--- src/rtl/pseq_pkg.sv ---
package pseq_pkg;

  typedef enum logic {
    SEQ_IDLE = 1'b0,
    SEQ_RUN  = 1'b1
  } seq_state_e;

endpackage

--- src/rtl/pseq_mask_load.sv ---
module pseq_mask_load #(
  parameter int W = 64
) (
  input  logic [W-1:0] raw_i,
  input  logic         inv_i,
  output logic [W-1:0] eff_o
);

  always_comb begin
    eff_o = inv_i ? ~raw_i : raw_i;
  end

endmodule

--- src/rtl/pseq_first_set.sv ---
module pseq_first_set #(
  parameter int W  = 64,
  parameter int IW = 7
) (
  input  logic [W-1:0]  vec_i,
  output logic          hit_o,
  output logic [IW-1:0] idx_o
);

  // lowest set bit wins
  always_comb begin
    hit_o = 1'b0;
    idx_o = '0;
    for (int i = W - 1; i >= 0; i--) begin
      if (vec_i[i]) begin
        hit_o = 1'b1;
        idx_o = IW'(i);
      end
    end
  end

endmodule

--- src/rtl/pseq_lane.sv ---
module pseq_lane #(
  parameter int W  = 64,
  parameter int IW = 7
) (
  input  logic          clk,
  input  logic          rst,
  input  logic          load_i,
  input  logic [W-1:0]  mask_i,
  input  logic          inv_i,
  input  logic [IW-1:0] step_i,
  input  logic [IW-1:0] vl_i,
  input  logic          adv_i,
  input  logic          clr_i,
  output logic          hit_o,
  output logic [IW-1:0] next_o,
  output logic [IW-1:0] step_o,
  output logic [W-1:0]  mask_o
);

  logic [W-1:0]  eff_mask;
  logic [W-1:0]  mask_q;
  logic [IW-1:0] step_q;
  logic [W-1:0]  window;

  pseq_mask_load #(.W(W)) u_load (
    .raw_i (mask_i),
    .inv_i (inv_i),
    .eff_o (eff_mask)
  );

  // qualify each bit by the current step and the loop length
  for (genvar gi = 0; gi < W; gi++) begin : g_win
    assign window[gi] = mask_q[gi] && (IW'(gi) >= step_q) && (IW'(gi) < vl_i);
  end

  pseq_first_set #(.W(W), .IW(IW)) u_find (
    .vec_i (window),
    .hit_o (hit_o),
    .idx_o (next_o)
  );

  always_ff @(posedge clk) begin
    if (rst) begin
      mask_q <= '0;
      step_q <= '0;
    end else if (load_i) begin
      mask_q <= eff_mask;
      step_q <= step_i;
    end else if (adv_i) begin
      step_q <= next_o + IW'(1);
    end else if (clr_i) begin
      step_q <= '0;
    end
  end

  assign step_o = step_q;
  assign mask_o = mask_q;

endmodule

--- src/rtl/elem_pair_seq.sv ---
module elem_pair_seq
  import pseq_pkg::*;
#(
  parameter int VL_MAX = 64,
  parameter int IDX_W  = $clog2(VL_MAX + 1)
) (
  input  logic              clk,
  input  logic              rst,
  input  logic              start_i,
  input  logic [IDX_W-1:0]  vl_i,
  input  logic [VL_MAX-1:0] src_mask_i,
  input  logic [VL_MAX-1:0] dst_mask_i,
  input  logic              src_inv_i,
  input  logic              dst_inv_i,
  input  logic [IDX_W-1:0]  src_start_i,
  input  logic [IDX_W-1:0]  dst_start_i,
  output logic              pair_valid_o,
  output logic [IDX_W-1:0]  src_idx_o,
  output logic [IDX_W-1:0]  dst_idx_o,
  output logic              done_o,
  output logic              busy_o,
  output logic [IDX_W-1:0]  src_step_o,
  output logic [IDX_W-1:0]  dst_step_o
);

  localparam logic [IDX_W-1:0] VL_CAP = IDX_W'(VL_MAX);

  seq_state_e        state_q;
  logic [IDX_W-1:0]  vl_q;
  logic [IDX_W-1:0]  vl_clamped;
  logic              src_hit, dst_hit, both_hit;
  logic [IDX_W-1:0]  src_next, dst_next;
  logic [VL_MAX-1:0] src_mask, dst_mask;
  logic              running, issue, finish;

  assign vl_clamped = (vl_i > VL_CAP) ? VL_CAP : vl_i;
  assign running    = (state_q == SEQ_RUN) && !start_i;
  assign both_hit   = src_hit && dst_hit;
  assign issue      = running && both_hit;
  assign finish     = running && !both_hit;

  pseq_lane #(.W(VL_MAX), .IW(IDX_W)) u_src (
    .clk    (clk),
    .rst    (rst),
    .load_i (start_i),
    .mask_i (src_mask_i),
    .inv_i  (src_inv_i),
    .step_i (src_start_i),
    .vl_i   (vl_q),
    .adv_i  (issue),
    .clr_i  (finish),
    .hit_o  (src_hit),
    .next_o (src_next),
    .step_o (src_step_o),
    .mask_o (src_mask)
  );

  pseq_lane #(.W(VL_MAX), .IW(IDX_W)) u_dst (
    .clk    (clk),
    .rst    (rst),
    .load_i (start_i),
    .mask_i (dst_mask_i),
    .inv_i  (dst_inv_i),
    .step_i (dst_start_i),
    .vl_i   (vl_q),
    .adv_i  (issue),
    .clr_i  (finish),
    .hit_o  (dst_hit),
    .next_o (dst_next),
    .step_o (dst_step_o),
    .mask_o (dst_mask)
  );

  always_ff @(posedge clk) begin
    if (rst) begin
      state_q      <= SEQ_IDLE;
      vl_q         <= '0;
      pair_valid_o <= 1'b0;
      done_o       <= 1'b0;
      src_idx_o    <= '0;
      dst_idx_o    <= '0;
    end else begin
      pair_valid_o <= 1'b0;
      done_o       <= 1'b0;
      if (start_i) begin
        state_q <= SEQ_RUN;
        vl_q    <= vl_clamped;
      end else if (issue) begin
        pair_valid_o <= 1'b1;
        src_idx_o    <= src_next;
        dst_idx_o    <= dst_next;
      end else if (finish) begin
        done_o  <= 1'b1;
        state_q <= SEQ_IDLE;
      end
    end
  end

  assign busy_o = (state_q == SEQ_RUN);

endmodule

--- config.mk ---
export PLATFORM = sky130hd
export DESIGN_NAME = elem_pair_seq
export DESIGN_NICKNAME = d
export VERILOG_FILES = /design/src/rtl/pseq_pkg.sv /design/src/rtl/pseq_mask_load.sv /design/src/rtl/pseq_first_set.sv /design/src/rtl/pseq_lane.sv /design/src/rtl/elem_pair_seq.sv
export SDC_FILE = /design/constraint.sdc
export NUM_CORES = 1
export LEC_CHECK = 0
export BUFFER_PORTS_ARGS = -buffer_cell sky130_fd_sc_hd__buf_4
export CAP_MARGIN = 20
export CORE_MARGIN = 1.5
export CORE_UTILIZATION = 58
export CTS_CLUSTER_DIAMETER = 150
export CTS_CLUSTER_SIZE = 30
export DETAILED_ROUTE_END_ITERATION = 6
export PLACE_DENSITY = 0.81
export SKIP_LAST_GASP = 1
export SLEW_MARGIN = 20
export SYNTH_ARGS = -nofsm -noshare
export SYNTH_HDL_FRONTEND = slang
export SYNTH_SLANG_ARGS = --single-unit
--- constraint.sdc ---
create_clock -name clk -period 5.2 [get_ports clk]
set_input_delay 0.26 -clock clk [delete_from_list [all_inputs] [get_ports clk]]
set_output_delay 0.26 -clock clk [all_outputs]
set_load 0.01 [all_outputs]
==> results of run 1 <==
## flip-flops by register name (all words and copies together), names as in the netlist
register / cells
u_dst.step_o: 7
dst_idx_o: 6
u_src.mask_o: 64
u_dst.mask_o: 64
src_idx_o: 6
vl_q: 7
done_o: 1
busy_o: 1
u_src.step_o: 7
pair_valid_o: 1
## area by class of cell
type / instances / area [um^2] / share of cell area (%)
Inverter: 27 / 101 / 0.720
Multi-Input combinational cell: 1213 / 7920 / 56.3
Antenna cell: 1 / 2.50 / 0.0178
Timing Repair Buffer: 244 / 1840 / 13.1
Clock inverter: 13 / 135 / 0.960
Tap cell: 270 / 338 / 2.40
Clock buffer: 19 / 453 / 3.22
Sequential cell: 164 / 3280 / 23.3
## through the flow
stage / area (um^2) / utilization (%) / hold slack (ns) / power, W
after detailed placement: 13500 / 66.8 / 0.461 / 0.00283
after global routing: 14100 / 69.7 / 0.0552 / 0.00433
after global placement: 13500 / 66.8 / 0.452 / 0.00282
after floorplan: 11900 / - / 0.386 / 0.00231
after CTS: 14100 / 69.7 / 0.0496 / 0.00412
final: 14100 / 69.8 / 0.0419 / 0.00420
## path summary, 6_finish.rpt
path                 from         endpoint  slack [ns]  cells after the start
min reg2reg  dst_idx_o[1]     dst_idx_o[1]        0.48                      2
max               vl_q[5]  u_dst.step_o[2]        0.47                     15
min               vl_i[0]          vl_q[0]        0.04                      2
max reg2reg       vl_q[5]  u_dst.step_o[2]        0.47                     15
## power by group through the flow
stage | registers [W] | logic, W | clock network [W]
after floorplan | 0.00145 | 0.000863 | 0
after global placement | 0.00155 | 0.00127 | 0
after detailed placement | 0.00155 | 0.00129 | 0
after CTS | 0.00152 | 0.00129 | 0.00131
after global routing | 0.00154 | 0.00143 | 0.00136
final | 0.00154 | 0.00135 | 0.00132
## worst register-to-register path, stage by stage, from the launching register on
cell                       delay [ns]
sky130_fd_sc_hd__dfxtp_1         1.02
sky130_fd_sc_hd__a21o_1          0.66
sky130_fd_sc_hd__o211ai_1        0.27
sky130_fd_sc_hd__o21ai_0         0.44
sky130_fd_sc_hd__a211oi_1        0.09
sky130_fd_sc_hd__o31ai_1         0.27
sky130_fd_sc_hd__nand4_1         0.13
sky130_fd_sc_hd__a31o_2          0.26
sky130_fd_sc_hd__a211oi_1        0.40
sky130_fd_sc_hd__buf_4           0.22
sky130_fd_sc_hd__nor2_1          0.04
sky130_fd_sc_hd__nor2_1          0.09
sky130_fd_sc_hd__ha_1            0.24
sky130_fd_sc_hd__xor2_1          0.09
sky130_fd_sc_hd__a222oi_1        0.31
sky130_fd_sc_hd__nor2_1          0.07
## cell families (layout without fill, tap and decap cells)
logic type	Yosys count	count (layout)	synth area share, %
AOI/OAI and AO/OA	544	544	33.9
buffers and inverters	167	303	5.72
adders and majority gates	2	2	0.211
xor gates and xnor gates	130	130	9.59
DFF	164	164	27.6
muxes	7	7	0.590
other	1	3	0.0316
and+or+nand+nor	528	528	22.3
## cells in the mapped netlist (all sizes together), types with 6 or more instances
cell	count
a2111oi	8
o2111a	12
nand2b	13
o31a	10
o31ai	18
a21boi	7
o2111ai	22
a21o	11
a41oi	7
nor2b	11
o21ai	55
nor4b	8
a21oi	67
inv	25
nor3	29
nand2	75
mux2i	7
or2	19
a211oi	148
o21bai	8
a22oi	6
o2bb2ai	6
clkbuf	97
o21a	17
and3	16
nand3	34
and2	7
nor2	216
o211ai	41
nor4	17
o211a	10
dfxtp	164
buf	43
o22ai	12
xnor2	128
nand4	26
and4	8
or3	16
a41o	7
a31oi	11
## per-layer routing
| metal | part of all wire [%] | vias up |
|---|---|---|
| met5 | 0 | - |
| li1 | - | 6106 |
| met4 | 7.6 | 0 |
| met1 | 38 | 6286 |
| met3 | 14 | 243 |
| met2 | 41 | 1041 |
==> flow_results.org, run 1 <==
** Outcome
- Outcome :: finished with violations
- Violated checks :: design-rule violations

** Logic synthesis
- After synthesis, the mean cell area works out to 7.70 um^2.
- Cell area after synthesis :: roughly 12000 um^2
- The synthesized netlist contains a little under 90 unique library cells.
- EDFF count, synth :: 0
- Main area contributors after synthesis :: sky130_fd_sc_hd__dfxtp_1, sky130_fd_sc_hd__xnor2_1, sky130_fd_sc_hd__a211oi_1
- Post-synthesis async set-or-reset flop share :: 0%
- Primary flip-flop cell chosen by synthesis mapping :: sky130_fd_sc_hd__dfxtp_1
- Synth area leader :: sky130_fd_sc_hd__dfxtp_1
- Share of synthesized area occupied by flip-flops and latches :: between 20 and 30%
- Fraction of post-synthesis cell area in the top cell type by area :: about 28%
- Gate Count Post-Synth :: roughly 1.5k
- Number of warnings printed during yosys synthesis :: 0
- Flop and latch count out of synthesis :: approximately 160

** Pwr
- Worst IR Drop VDD :: 0.200 mV
- Switching power as a share of total power :: 37.9%
- Power per cell area :: 299 nW/um^2
- Leakage power figure :: roughly 5.5 nW
- Flop pwr share :: about 37%
- P_int :: 0.00261 W
- Combinational Power Share :: approximately 32%
- Net switching power of the design :: approximately 0.0016 W
- Clock network fraction of total power :: between 30% and 40%

** Floorplan
- Num rows :: between 50 and 60
- The core region is ~20000 um^2.
- Number of top-level design ports :: ~190
- The die is between 100 and 150 um wide.
- Die outline area :: roughly 21000 um^2
- Once the floorplan was initialized, standard cells occupied 58.9% of the core.
- Vert. Die Dim :: about 150 um

** Setup path
- Maximum fanout count along the critical path :: 33
- The worst setup path is captured at a register.
- Together, buffers and inverters on the worst path number 1.
- By instance count, the cell type seen most on the critical path is sky130_fd_sc_hd__nor2_1.
- WP data required :: between 5 and 6 ns
- Category of the most critical setup path :: reg2reg
- Traced cell by cell, the critical path runs through a21o_1 -> o211ai_1 -> o21ai_0 -> a211oi_1 -> o31ai_1 -> nand4_1 -> a31o_2 -> a211oi_1 -> buf_4 -> nor2_1 -> nor2_1 -> ha_1 -> xor2_1 -> a222oi_1 -> nor2_1.
- The slowest stage of the critical path belongs to the cell sky130_fd_sc_hd__dfxtp_1.
- Signal arrival time at the worst endpoint :: between 5 and 6 ns
- For this run, the slowest stage of the critical path takes a little over 1 ns.
- Category of the worst setup path launch point :: register
- Broken down by cell family, the worst path's largest delay share belongs to compound AO/OA/AOI/OAI gates.

** GRT
- Met3 Use GR :: 14.1%
- Pin count of the biggest net entering global routing :: 99
- Wire length of the first global-routing pass :: 73.8 mm
- Global routing consumed, on the met1 layer, slightly below 60% of the routing resources.
- Global routing consumed, over all layers together, approximately 46% of the routing resources.
- Antenna violations before repair :: 2
- Global routing consumed, on the met2 layer, 66.3% of the routing resources.
- The global routing stage identified its most utilized layer as met2.
- The number of global-route vias before repair came to approximately 12k.
- Leftover overflow at the end of global routing :: 0

** Timing
- Final min period :: between 4 and 5 ns
- Share of the cycle needed by the critical path after routing :: roughly 90%
- Setup repair after global routing missed its margin :: false
- Summed over all failing endpoints, the final setup total negative slack is 0 ns.
- Headroom to the max-slew limit came out at between 10% and 20%.
- Max Freq :: between 200 and 250 MHz
- The final number of max-transition violations was 0.
- Once routing completed, OpenROAD measured the worst setup slack at between 0.4 and 0.5 ns.
- Hold Vio Cnt, Final :: 0
- At the pin with the least slew margin, the transition time is ~1.2 ns.
- Final setup viols :: 0
- Clock Skew :: 0.0176 ns

** Detailed routing
- In this run the remaining antenna-violating nets after routing total 0.
- In this run, the number of DRC markers left after iteration 0 of detailed routing was between 2k and 2.5k.
- Final Routed Wirelength :: between 50 and 60 mm
- Number of vias per cell :: between 7 and 8
- After detailed routing, the number of remaining DRC violations is 2.
- The detailed router placed between 10k and 15k vias in this run.
- Average wire per standard cell :: 25.9 um
- Before antenna repair, the detailed router went through 6 iterations.

** Finish
- In the layout the commonest cells are sky130_fd_sc_hd__buf_4, sky130_fd_sc_hd__nor2_1, sky130_fd_sc_hd__dfxtp_1, sky130_fd_sc_hd__a211oi_1, sky130_fd_sc_hd__xnor2_1.
- Leading cell type in the layout, fill and taps excluded :: sky130_fd_sc_hd__buf_4
- Cells with a size suffix above 1 make up a little under a fifth of the layout.
- The area growth from synthesis to layout is 18.5%.
- Final Non-Filler Cells :: 1951
- After filler insertion, the fill cell instance count of the layout stands at 1709.
- At the end of the flow, the number of nets in the layout was ~1.8k.

** Placement
- Inst Count DP :: about 1.9k
- Worst-case setup slack after placement :: 0.695 ns
- Routability-driven placement finished with a final weighted congestion of around 1.2.
- Number of buffers added on ports :: approximately 180
- Dpl hpwl :: 39.2 mm

** Min path
- In this run the worst hold path is classified as in2reg.

** Clock network
- TritonCTS built the clock tree.
- Clock root buffer master :: sky130_fd_sc_hd__clkbuf_16
- No sink is reached through more buffers than the 2 on the longest clock path.
- Count of hold buffers inserted by post-cts repair :: 0
- Once the clock tree was built, the resizer swapped 0 gates to a different size.
- Clock tree synthesis found a total of approximately 160 sinks.
- Worst-skew pair later-pin latency :: 0.45 ns
- H-tree levels :: 4
- After clock tree synthesis, the setup repair step added 0 buffers.
- Clock-pin slew was measured on the worst setup and hold paths at roughly 0.070 ns.
- TritonCTS created 17 clock buffers.

** Job
- Across the run, the number of max-cap violations was 0.
(Power assumes the default switching activity.)
==> run 2: changes to the inputs <==
--- a/config.mk
+++ b/config.mk
@@ -8,13 +8,12 @@
 export BUFFER_PORTS_ARGS = -buffer_cell sky130_fd_sc_hd__buf_4
 export CAP_MARGIN = 20
 export CORE_MARGIN = 1.5
-export CORE_UTILIZATION = 58
+export CORE_UTILIZATION = 53
 export CTS_CLUSTER_DIAMETER = 150
 export CTS_CLUSTER_SIZE = 30
 export DETAILED_ROUTE_END_ITERATION = 6
-export PLACE_DENSITY = 0.81
+export PLACE_DENSITY = 0.78
 export SKIP_LAST_GASP = 1
-export SLEW_MARGIN = 20
 export SYNTH_ARGS = -nofsm -noshare
 export SYNTH_HDL_FRONTEND = slang
 export SYNTH_SLANG_ARGS = --single-unit
==> constraint.sdc (replaced) <==
create_clock -name clk -period 3.9 [get_ports clk]
set_input_delay 0.195 -clock clk [delete_from_list [all_inputs] [get_ports clk]]
set_output_delay 0.195 -clock clk [all_outputs]
set_load 0.01 [all_outputs]
==> run 2 against run 1 <==
Effect of this change: the run now ends clean; largest power group is now combinational logic; non-clock buffer count is 213 higher; sequential share of layout area fell by 2.8 points; clock-buffer cell count stayed put; clock skew is 0.0035 ns lower; critical path type unchanged; flip-flop and latch count unchanged; global-route usage down 1.1 points; combinational power increased by 67%; critical endpoint is now u_src.step_o[6]; design area grew 14%; first-iteration DRC count decreased by 26%; setup slack got worse by 0.33 ns; cell count grew 11%; highest routed layer unchanged; total power grew 41%.
==> flow_results.org, run 2 (synthesized netlist as in run 1, its figures left out) <==
** Clock network
- The number of sinks on the clock net came to 164 (unchanged).
- The count of H-tree levels built during CTS came to 4 (unchanged).
- Worst-skew pair later-pin latency :: 0.44 ns (about the same)
- TritonCTS built the clock tree.
- Clock Path Buffers :: 2 (unchanged)
- The clock-pin slew reported for the worst setup and hold paths after clock tree synthesis is 0.07 ns (about the same).
- CTS Buf Count :: 17 (unchanged)
- Clock root buffer master :: sky130_fd_sc_hd__clkbuf_16

** Pwr
- Combinational Power Share :: 38.1% (+6.1 points)
- Worst IR Drop VDD :: 0.294 mV (+47%)
- P_int :: 0.00372 W (+43%)
- The leakage component of the power was 6.56 nW (+20%).
- The switching power total was 0.00222 W (+39%).
- The fraction of power spent switching nets is 37.3% (-0.60 points).
- The sequential group share of total power came to 33.6% (-3.0 points).
- The share of total power in the clock network is 28.3% (-3.0 points).
- Power per cell area :: 372 nW/um^2 (+24%)

** Detailed routing
- The number of detailed-routing iterations run before antenna repair came to 6 (unchanged).
- Number of vias per cell :: 6.63 (-5.5%)
- The number of antenna-violating nets in the routed design is 0 (unchanged).
- DRC Markers :: 0 (-2)
- The total vias in the final route was 14.4k (+5.3%).
- The average wire per cell in the routed design was 24.8 um (-4.1%).
- The DRC violation total after the first TritonRoute iteration was 1741 (-26%).
- The total wire length came to 53.9 mm (+6.8%).

** Timing
- The worst slew slack as a fraction of its limit came to 26.3% (+7.9 points).
- Worst Setup Slack, final :: 0.140 ns (-0.334 ns)
- The number of failing hold endpoints at the final stage was 0 (unchanged).
- Setup TNS :: 0 ns (unchanged)
- The top achievable clock speed was 266 MHz (+26%).
- Final count of pins violating max slew :: 0 (unchanged)
- The pin slew with the least headroom to its limit was 1.10 ns (-0.119 ns).
- Worst-case hold slack :: 0.0281 ns (-0.0139 ns)
- Clock Skew :: 0.0142 ns (-0.00346 ns)
- Share of the cycle needed by the critical path after routing :: 96.4% (+5.5 points)
- Final setup viols :: 0 (unchanged)
- The minimum clock period was 3.76 ns (-0.966 ns).

** Floorplan
- Die width :: 153 um (+4.5%)
- The standard cell core area is 21900 um^2 (+8.5%).
- Number of top-level design ports :: 185 (unchanged)
- Initial standard-cell utilization of the core :: 54.3% (-4.6 points)
- The number of placement rows came to 54 (+3.8%).
- Vert. Die Dim :: 153 um (+4.5%)
- Die outline area :: 23300 um^2 (+9.2%)

** GRT
- Met2 track demand over resource in global routing :: 66.0% (-0.33 points)
- The sum of overflow across all layers after global routing came to 0 (unchanged).
- Vias in the first global route :: 13.4k (+10%)
- The global routing usage summed across all routing layers was 44.5% (-1.1 points).
- Met3 Use GR :: 9.61% (-4.5 points)
- The wire length of the first global-routing pass was 79.6 mm (+7.8%).
- Antenna violations before repair :: 0 (-2)
- Pin count of the biggest net entering global routing :: 144 (+45%)
- Global-route track usage on met1 :: 59.7% (+1.2 points)
- Layer carrying the most global-route usage :: met2

** Finish
- Share of final-layout standard cells stronger than drive strength 1 :: 29.0% (+11 points)
- Most frequent cells in the layout :: sky130_fd_sc_hd__buf_4, sky130_fd_sc_hd__nor2_1, sky130_fd_sc_hd__dfxtp_1, sky130_fd_sc_hd__a211oi_1, sky130_fd_sc_hd__xnor2_1
- NumNets Final :: 2036 (+12%)
- The number of fillers in the final layout was 1710 (+0.059%).
- The final core area utilization is 73.0% (+3.2 points).
- The diode insertion count for antenna repair is 0 (-1).
- Relative to the synthesized area, the layout overhead comes to 34.5%.
- Leaving out fill and tap cells, the most frequent cell in the layout is sky130_fd_sc_hd__buf_4.
- The number of standard cells in the layout, taps in and fillers out came to 2173 (+11%).

** Setup path
- Buffers plus inverters on the worst setup path :: 5 (+4)
- Category of the worst setup path launch point :: register
- Longest individual stage delay on the worst path :: 0.70 ns (-0.32 ns)
- Cell type group with the largest total delay on the critical path :: compound AO/OA/AOI/OAI gates
- WP data required :: 4.26 ns (-1.25 ns)
- Signal arrival time at the worst endpoint :: 4.12 ns (-0.92 ns)
- Maximum fanout count along the critical path :: 8 (-76%)
- Critical path's most frequent cell :: sky130_fd_sc_hd__buf_4
- STA classifies the critical path endpoint as a register.
- By startpoint and endpoint, the worst setup path is classified as reg2reg.
- The signal on the critical path passes through a21oi_1 -> buf_4 -> a41oi_1 -> o32ai_1 -> nor4_2 -> nor4bb_2 -> buf_4 -> nand3_1 -> buf_4 -> nand3_2 -> buf_4 -> buf_4 -> nor3_1 -> nand4_1 -> a21oi_1.
- Critical-path top delay cell :: sky130_fd_sc_hd__a21oi_1

** Placement
- Routability congestion estimate from global placement :: 1.07 (-9.6%)
- Worst-case setup slack after placement :: -0.0266 ns (-0.721 ns)
- Number of buffers added on ports :: 182 (unchanged)
- The placed wire-length estimate came to 42.6 mm (+8.6%).
- The number of cells after detailed placement is 2137 (+11%).

** Job
- Max-cap violations :: 0 (unchanged)

** Outcome
- Outcome :: completed

** Min path
- Path class of the lowest-slack min-delay path :: in2reg
-- run 2: per-layer routing --
layer / wire [um] / up-vias
met2: 22500 / 963
met1: 21900 / 6737
met4: 3630 / 0
met3: 5880 / 182
li1: - / 6520
met5: 0 / -
-- run 2: final timing paths --
kind | start | end | slack [ns] | depth (start not counted)
worst min-delay path | vl_i[2] | vl_q[2] | 0.03 | 2
worst max-delay path | u_dst.step_o[1] | u_src.step_o[6] | 0.14 | 15
worst max register to register | u_dst.step_o[1] | u_src.step_o[6] | 0.14 | 15
worst min register to register | dst_idx_o[1] | dst_idx_o[1] | 0.47 | 2
-- run 2: area by class of cell --
cell class | instances | area (um^2) | share of cell area, %
multi-input combinational | 1213 | 8080 | 50.6
timing repair buffer | 457 | 3590 | 22.5
sequential | 164 | 3290 | 20.6
clock buffer | 19 | 453 | 2.83
tap | 280 | 350 | 2.19
clock inverter | 13 | 113 | 0.705
inverter | 27 | 101 | 0.634
-- run 2: power by group through the flow --
stage	Combinational (W)	Clock [W]	Sequential [W]
2_1_floorplan	0.00115	0	0.00193
6_report	0.00226	0.00168	0.00200
5_1_grt	0.00239	0.00174	0.00199
3_3_place_gp	0.00210	0	0.00201
3_5_place_dp	0.00213	0	0.00202
4_1_cts	0.00215	0.00168	0.00198
-- run 2: stage by stage --
| step | area [um^2] | power [W] |
|---|---|---|
| floorplan | 11900 | 0.00308 |
| global placement | 15200 | 0.00411 |
| detailed placement | 15200 | 0.00415 |
| CTS | 15800 | 0.00581 |
| global route | 16000 | 0.00613 |
| finish | 16000 | 0.00594 |
-- run 2: worst reg2reg max path, delay by kind of cell (launching register included) --
kind,cells,cell delay [ns]
AOI/OAI and AO/OA,4,1.45
and+or+nand+nor,6,0.97
buffers and inverters,5,0.88
DFF,1,0.39
-- run 2: repair_timing --
item / in CTS / in global routing
setup endpoints to repair: 7 / 25
hold endpoints to repair: 2 / 0
pin swaps: 0 / 9
gates cloned: 0 / 0
gates resized for setup: 4 / 34
hold buffers: 2 / 0
setup buffers: 0 / 2
